==> config.mk <==
export PLATFORM = sky130hd
export DESIGN_NAME = dual_master_regport
export DESIGN_NICKNAME = d
export VERILOG_FILES = /design/src/rtl/rpa_pkg.sv /design/src/rtl/rpa_regfile.sv /design/src/rtl/rpa_arbiter.sv /design/src/rtl/dual_master_regport.sv
export SDC_FILE = /design/constraint.sdc
export NUM_CORES = 2
export LEC_CHECK = 0
export BUFFER_PORTS_ARGS = -buffer_cell sky130_fd_sc_hd__buf_4
export CORE_AREA = 4 4 362 364
export DETAILED_ROUTE_END_ITERATION = 10
export DIE_AREA = 0 0 366 368
export PLACE_DENSITY = 0.85
export SLEW_MARGIN = 20
export SYNTH_ARGS = -nofsm -noshare
export SYNTH_HDL_FRONTEND = slang
export SYNTH_HIERARCHICAL = 1
export SYNTH_SLANG_ARGS = --single-unit
==> constraint.sdc <==
create_clock -name clk -period 9.3 [get_ports clk]
set_input_delay 1.395 -clock clk [delete_from_list [all_inputs] [get_ports clk]]
set_output_delay 1.395 -clock clk [all_outputs]
set_load 0.05 [all_outputs]
==> src/rtl/rpa_pkg.sv <==
package rpa_pkg;
  localparam int ADDR_W = 7;
  localparam int DATA_W = 16;
  localparam int CMD_W  = 32;
  localparam int SMP_W  = 12;
  localparam int OP_LSB = 26;
  localparam int AD_LSB = 16;

  typedef enum logic [1:0] {OP_NOP, OP_RD, OP_WR} op_e;

  function automatic op_e cmd_op(input logic [CMD_W-1:0] w);
    logic [3:0] f;
    f = w[OP_LSB +: 4];
    if (f == 4'd1) return OP_RD;
    if (f == 4'd2) return OP_WR;
    return OP_NOP;
  endfunction

  function automatic logic [ADDR_W-1:0] cmd_addr(input logic [CMD_W-1:0] w);
    return w[AD_LSB +: ADDR_W];
  endfunction

  function automatic logic [DATA_W-1:0] msb_justify(input logic [SMP_W-1:0] v);
    return {v, {(DATA_W-SMP_W){1'b0}}};
  endfunction

  function automatic logic is_status(input logic [ADDR_W-1:0] a);
    return ~a[ADDR_W-1];
  endfunction
endpackage

==> src/rtl/rpa_regfile.sv <==
module rpa_regfile
  import rpa_pkg::*;
#(
  parameter int AW = ADDR_W,
  parameter int DW = DATA_W,
  parameter int SW = SMP_W
) (
  input  logic          clk,
  input  logic          rst_n,
  input  logic          acc_en,
  input  logic          acc_we,
  input  logic [AW-1:0] acc_addr,
  input  logic [DW-1:0] acc_wdata,
  output logic [DW-1:0] acc_rword,
  input  logic          st_we,
  input  logic [AW-2:0] st_addr,
  input  logic [SW-1:0] st_value
);
  localparam int DEPTH = 2 ** AW;
  localparam int HALF  = DEPTH / 2;

  logic [DW-1:0] mem [DEPTH];
  logic          ctrl_wr;

  assign ctrl_wr   = acc_en && acc_we && !is_status(acc_addr);
  assign acc_rword = mem[acc_addr];

  for (genvar i = 0; i < HALF; i++) begin : g_status
    always_ff @(posedge clk) begin
      if (!rst_n) mem[i] <= '0;
      else if (st_we && st_addr == i[AW-2:0]) mem[i] <= msb_justify(st_value);
    end
  end

  for (genvar i = HALF; i < DEPTH; i++) begin : g_ctrl
    always_ff @(posedge clk) begin
      if (!rst_n) mem[i] <= '0;
      else if (ctrl_wr && acc_addr == i[AW-1:0]) mem[i] <= acc_wdata;
    end
  end

  // a status location not targeted by the update port keeps its value
  assert_status_locked_R4: assert property (@(posedge clk) disable iff (!rst_n)
    (acc_en && acc_we && is_status(acc_addr) && !st_we) |=> $stable(mem[0]) || $past(acc_addr) != '0);
endmodule

==> src/rtl/rpa_arbiter.sv <==
module rpa_arbiter (
  input  logic clk,
  input  logic rst_n,
  input  logic req_f,
  input  logic req_c,
  output logic grant_f,
  output logic grant_c,
  output logic busy
);
  assign grant_f = !busy && req_f;
  assign grant_c = !busy && !req_f && req_c;

  always_ff @(posedge clk) begin
    if (!rst_n) busy <= 1'b0;
    else        busy <= grant_f || grant_c;
  end

  assert_one_grant_R5: assert property (@(posedge clk) disable iff (!rst_n)
    $onehot0({grant_f, grant_c}));
  assert_no_grant_busy_R5: assert property (@(posedge clk) disable iff (!rst_n)
    busy |-> !(grant_f || grant_c));
  assert_fab_first_R7: assert property (@(posedge clk) disable iff (!rst_n)
    (req_f && req_c && !busy) |-> grant_f);
endmodule

==> src/rtl/dual_master_regport.sv <==
module dual_master_regport
  import rpa_pkg::*;
(
  input  logic              clk,
  input  logic              rst_n,
  input  logic              f_en,
  input  logic              f_we,
  input  logic [ADDR_W-1:0] f_addr,
  input  logic [DATA_W-1:0] f_wdata,
  output logic [DATA_W-1:0] f_rdata,
  output logic              f_rdy,
  input  logic              c_valid,
  input  logic [CMD_W-1:0]  c_word,
  output logic [DATA_W-1:0] c_rdata,
  output logic              c_rdy,
  input  logic              st_we,
  input  logic [ADDR_W-2:0] st_addr,
  input  logic [SMP_W-1:0]  st_value
);
  logic              fp_v, fp_we, cp_v, cp_we;
  logic [ADDR_W-1:0] fp_addr, cp_addr;
  logic [DATA_W-1:0] fp_data, cp_data;
  logic              grant_f, grant_c, arb_busy;
  logic              ex_v, ex_src_c, ex_we;
  logic [ADDR_W-1:0] ex_addr;
  logic [DATA_W-1:0] ex_data, rword;
  op_e               c_op;

  assign c_op = cmd_op(c_word);

  always_ff @(posedge clk) begin
    if (!rst_n) begin
      fp_v <= 1'b0; fp_we <= 1'b0; fp_addr <= '0; fp_data <= '0;
    end else if (grant_f) begin
      fp_v <= 1'b0;
    end else if (f_en && !fp_v) begin
      fp_v <= 1'b1; fp_we <= f_we; fp_addr <= f_addr; fp_data <= f_wdata;
    end
  end

  always_ff @(posedge clk) begin
    if (!rst_n) begin
      cp_v <= 1'b0; cp_we <= 1'b0; cp_addr <= '0; cp_data <= '0;
    end else if (grant_c) begin
      cp_v <= 1'b0;
    end else if (c_valid && !cp_v && c_op != OP_NOP) begin
      cp_v    <= 1'b1;
      cp_we   <= (c_op == OP_WR);
      cp_addr <= cmd_addr(c_word);
      cp_data <= c_word[DATA_W-1:0];
    end
  end

  rpa_arbiter u_arb (
    .clk(clk), .rst_n(rst_n), .req_f(fp_v), .req_c(cp_v),
    .grant_f(grant_f), .grant_c(grant_c), .busy(arb_busy)
  );

  always_ff @(posedge clk) begin
    if (!rst_n) begin
      ex_v <= 1'b0; ex_src_c <= 1'b0; ex_we <= 1'b0; ex_addr <= '0; ex_data <= '0;
    end else begin
      ex_v     <= grant_f || grant_c;
      ex_src_c <= grant_c;
      ex_we    <= grant_c ? cp_we   : fp_we;
      ex_addr  <= grant_c ? cp_addr : fp_addr;
      ex_data  <= grant_c ? cp_data : fp_data;
    end
  end

  rpa_regfile u_rf (
    .clk(clk), .rst_n(rst_n), .acc_en(ex_v), .acc_we(ex_we), .acc_addr(ex_addr),
    .acc_wdata(ex_data), .acc_rword(rword),
    .st_we(st_we), .st_addr(st_addr), .st_value(st_value)
  );

  always_ff @(posedge clk) begin
    if (!rst_n) begin
      f_rdy <= 1'b0; c_rdy <= 1'b0; f_rdata <= '0; c_rdata <= '0;
    end else begin
      f_rdy <= ex_v && !ex_src_c;
      c_rdy <= ex_v && ex_src_c;
      if (ex_v && !ex_src_c && !ex_we) f_rdata <= rword;
      if (ex_v &&  ex_src_c && !ex_we) c_rdata <= rword;
    end
  end

  assert_rdy_exclusive_R5: assert property (@(posedge clk) disable iff (!rst_n)
    !(f_rdy && c_rdy));
  assert_f_rdy_pulse_R3: assert property (@(posedge clk) disable iff (!rst_n)
    f_rdy |=> !f_rdy);
  assert_c_rdy_pulse_R3: assert property (@(posedge clk) disable iff (!rst_n)
    c_rdy |=> !c_rdy);
  assert_rdy_owner_R5: assert property (@(posedge clk) disable iff (!rst_n)
    c_rdy |-> $past(ex_v && ex_src_c));
endmodule

Word level (Yosys, flattened, before mapping)
Memories as Yosys holds them, arrays and structs flattened. A register that Yosys moved wholly into a read port is not among the register bits.
Cells that the tools add are included.

word-level totals
  output and inout port bits = 34
  RAM bits = 2048
  bits in registers = 110
  memories = 1
  input port bits = 79

memories
  memory    depth  bits a word  rd ports  clocked after Yosys merged registers in  wr ports  line               text
  u_rf.mem  128    16           1         1                                        128       rpa_regfile.sv:22  logic [DW-1:0] mem [DEPTH];

cells by class
  eq/ne operators = 130
  muxes and demuxes = 524
  bitwise operators = 131
  reduce and logical (&&, ||, !) cells = 152

operators by type and width
  kind                number
  $mux 16             129
  $eq 7x7->1 const B  64
  $mux 1              389
  $eq 6x6->1 const B  32
  $logic_and 1x1->1   140
  $or 1x1->1          128
  $eq 6x5->1 const B  16
  $eq 6x4->1 const B  8
  $eq 6x3->1 const B  4
  $mux 7              2
  $eq 6x2->1 const B  2
  $mux 2              4
  $eq 6x1->1 const B  1
  $logic_not 6->1     1
  $logic_not 1->1     5
  $eq 4x1->1 const B  1
  $eq 4x2->1 const B  1
  $reduce_and 2->1    2
  $reduce_or 2->1     2
  $not 1->1           3
  $eq 2x2->1 const B  1
  $reduce_bool 2->1   1
  $logic_or 1x1->1    1

Logic depth before layout (Yosys ltp)
  depth in word-level cells = 8
  depth in mapped cells = 14
  gate-level depth less buffers = 8

By module
Netlist, hierarchy kept.

modules (own cells, without submodules)
  module               area each (um^2)  cells each  times used  seq. area each (um^2)
  rpa_regfile          82384.0           5442        1           53811.6
  dual_master_regport  4182.8            449         1           2202.1
  rpa_arbiter          50.0              5           1           20.0

Worst setup path after synthesis
Ideal clock, no wire load.

  kind = input to register
  from = input st_addr[5]
  to = memory u_rf/mem[3][10] (netlist name) (enable)
  buffers on the path = 2
  setup slack = 5.801 ns
  data required time = 8.902 ns
  library setup time = 0.398 ns
  arrival time = 3.102 ns
  stages = 4
  cells stage by stage = or3b_2 -> clkbuf_1 -> clkbuf_1 -> o21ai_0

RTL lines
  what                line                       text
  start: declaration  dual_master_regport.sv:17  input logic [ADDR_W-2:0] st_addr,
  end: declaration    rpa_regfile.sv:22

==> out/qor.yml <==
drt_pre_antenna_iters: 7
worst_slew_pin_slew_ps: 1320
worst_skew_pair.late_latency_ps: 850
postSynthCellCount: 5896
crit_chain: "buf_4 -> buf_4 -> nor2_4 -> buf_4 -> a22oi_1 -> a21oi_1 -> nor4_1 -> a211oi_1 -> a21oi_1 -> nand2_1 -> a21boi_0"
io_buffer_count: 107
crit-reg2reg-capture: "c_rdata[8]"
startpoint_type: "register"
dpl-instance-area_um2: 88500
slew_headroom_pct: 11.2
finalHoldViolations: 0
grt_remaining_overflow: 0
clock_tree.buffer_depth: 3
final_critical_path_setup_slack_ps: 4510
worst_path_required_ps: 10060
cts_sinks: 1903
crit_type: "register to register"
synth.net_count: 5975
timing.hold.worst_path_depth: 2
die-height_um: 368
finalNonFillerCells: 7618
dpl_cells: 7272
mostFrequentLayoutCell: "sky130_fd_sc_hd__and2_1"
final_antenna_net_count: 0
regToRegSetupSlack_ps: 4510
clock_tree.root_cell: "sky130_fd_sc_hd__clkbuf_16"
most_area_hungry_cell_type_in_the_yosys_netlist: "sky130_fd_sc_hd__edfxtp_1"
clkSlewWorstSetupHoldPaths_ps: 60
detail_route.wirelength_um: 230000
setup_viol: 0
antenna_violations_before_repair: 14
max_stage_delay_ps: 1080
maxCapViolations: 0
synthArstFlopShare_pct: 0
r2r.worst_path.cells: 11
yosys.cell_types.count: 56
rsz_0062_raised_after_global_routing: "false"
die_x_um: 366
core.rowCount: 131
reported_leakage_power_uw: 0.0326
critical_path.slowest_cell: "sky130_fd_sc_hd__nor4_1"
globalplace.congestion: 0.894
postCtsHoldBufs: 0
power_density_nw_per_um2: 193
yosysWarnings: 6
area.growth.synth_to_final_pct: 9.10
worstPathArrival_ps: 5550
min_period_over_period_pct: 51.5
tritoncts: "built"
num-nets-final: 5875
pin_count_of_the_biggest_net_entering_global_routing: 141
hold-worst-slack_ps: 453
outcome: "finished, final reports clean"
cts_made_buffers: 184
wire_per_inst_um: 30.2
hpwlAfterDp_um: 135000
drc_errors: 0
design_area_um2: 94500
syn_area_um2: 86600
cts.htree.levels: 4
clock_skew_ps: 27.8
start_util_pct: 68.0
grt_util_all_layers_pct: 34.3
mean_syn_cell_area_um2: 14.7
ys_dominant_reg_cell: "sky130_fd_sc_hd__edfxtp_1"
layout.cells.most_common_list: "sky130_fd_sc_hd__and2_1 (1798), sky130_fd_sc_hd__edfxtp_1 (1792), sky130_fd_sc_hd__mux4_2 (423)"
post_placement_setup_slack_ps: 4530
min_period_ps: 4790
worstPathMaxFanout: 40
post_route_cells_drive_above_1_share_pct: 17.7
rr_startpoint: "ex_addr[3]"
hold_path_end: "fp_addr[5]"
sequential_cell_area_fraction_in_the_yosys_report_pct: 64.7
worst_hold_path_type: "register to register"
cts.repair_timing.setup_buffer_count: 0
grt_pass1_wl_um: 339000
cell_types_occupying_the_most_area_after_synthesis: "sky130_fd_sc_hd__edfxtp_1 (62%), sky130_fd_sc_hd__and2_1 (13%), sky130_fd_sc_hd__mux4_2 (11%), sky130_fd_sc_hd__dfxtp_1 (2.6%), sky130_fd_sc_hd__mux2i_1 (2.6%)"
area_of_the_die_um2: 135000
synth-edff-count: 1792
first_global_vias: 52501
core_area_um2: 127000
ir_drop_uv: 184
post_cts.resized_instances: 0
postSynthRegisterBits: 1903
min_from: "fp_addr[5]"
routed-via-count: 51754
ios: 113
max_clock_freq_mhz: 209
initialDrtViolationCount: 8154
endpoint_type_of_the_worst_setup_path: "register"
worst_path_most_repeated_cell: "sky130_fd_sc_hd__buf_4"
route.detailed.vias_per_inst: 6.79
maxSlewViolCount: 0
setup-tns-final_ps: 0
synth_top_area_share_pct: 62.1
-- metal layers --
metal	vias to the layer above	wire (um)	track usage, %
li1	21223	-	-
met1	25798	76600	44.9
met2	3963	108000	53.4
met3	766	31900	9.65
met4	4	13300	17.5
met5	-	29	0
-- through the flow --
step / util, % / power [uW]
after global routing: 74.2 / 18700
after CTS: 74.1 / 18300
after global placement: 69.5 / 11100
after floorplan: - / 10700
after detailed placement: 69.5 / 11200
final: 74.2 / 18300
-- cells in the mapped netlist (4+ instances only) --
library cell	n
sky130_fd_sc_hd__nand3b_1	4
sky130_fd_sc_hd__buf_2	64
sky130_fd_sc_hd__a32oi_1	14
sky130_fd_sc_hd__a31oi_1	14
sky130_fd_sc_hd__o21ai_0	141
sky130_fd_sc_hd__a22oi_1	39
sky130_fd_sc_hd__o221ai_1	9
sky130_fd_sc_hd__dfxtp_1	111
sky130_fd_sc_hd__a21boi_1	22
sky130_fd_sc_hd__a21oi_1	35
sky130_fd_sc_hd__edfxtp_1	1792
sky130_fd_sc_hd__inv_1	4
sky130_fd_sc_hd__buf_6	10
sky130_fd_sc_hd__nor2b_1	43
sky130_fd_sc_hd__a211o_1	6
sky130_fd_sc_hd__and2_1	1797
sky130_fd_sc_hd__a211oi_1	17
sky130_fd_sc_hd__a2111oi_0	7
sky130_fd_sc_hd__nand2_1	314
sky130_fd_sc_hd__clkbuf_1	400
sky130_fd_sc_hd__nand4_1	7
sky130_fd_sc_hd__mux2_2	7
sky130_fd_sc_hd__mux4_2	423
sky130_fd_sc_hd__buf_4	43
sky130_fd_sc_hd__mux2i_1	222
sky130_fd_sc_hd__a32o_1	4
sky130_fd_sc_hd__nor3b_1	6
sky130_fd_sc_hd__buf_1	38
sky130_fd_sc_hd__o211ai_1	6
sky130_fd_sc_hd__nor2_1	154
sky130_fd_sc_hd__o22ai_1	7
sky130_fd_sc_hd__nor4_1	5
sky130_fd_sc_hd__a221oi_1	11
sky130_fd_sc_hd__a21boi_0	35
sky130_fd_sc_hd__nand3_1	42
sky130_fd_sc_hd__and3_1	5
-- cells by family (layout without fill, tap and decap cells) --
| group | Yosys count | after routing | share of synthesized area, % |
|---|---|---|---|
| XOR/XNOR | 1 | 1 | 0.0101 |
| other | 0 | 8 | 0 |
| AND/OR/NAND/NOR | 2395 | 2395 | 15.9 |
| flip-flops | 1903 | 1903 | 64.7 |
| multiplexers | 652 | 652 | 13.7 |
| buffers and inverters | 563 | 615 | 2.83 |
| AO/OA/AOI/OAI | 382 | 382 | 2.87 |
-- critical path, delay by kind of cell (launching register included) --
kind                   cells  cell delay, ps
and+or+nand+nor            3            1200
AOI/OAI and AO/OA          5            1310
buffers and inverters      3            1500
DFF                        1             590
-- flip-flops by register name (all words and copies together) (netlist names), 7 cells and up --
name and flops:
cp_addr 7, fp_data 16, ex_addr 7, c_rdata 16, ex_data 16, fp_addr 7, u_rf/mem 1792, cp_data 16
f_rdata 16
-- power by group --
group,switching [uW],internal (uW)
sequential,136,9690
combinational,795,403
clock,3190,4050
-- how the worst max path moves through the flow --
stage,end,from,slack (ps)
floorplan,u_rf/mem[3][10],st_addr[5],5800
global placement,u_rf/mem[118][4],rst_n,4650
detailed placement,u_rf/mem[107][15],rst_n,4530
CTS,c_rdata[12],ex_addr[0],4750
global route,c_rdata[5],ex_addr[1],4460
finish,c_rdata[8],ex_addr[3],4510
-- cell type report --
class,instances,area [um2]
clock inverter,104,933
sequential,1903,56100
inverter,6,25.0
tap,1662,2080
antenna,8,20.0
multi-input combinational,3430,28300
fill,7040,32900
clock buffer,234,4870
timing repair buffer,271,2140
No activity file was read; power rests on OpenSTA's default activity.
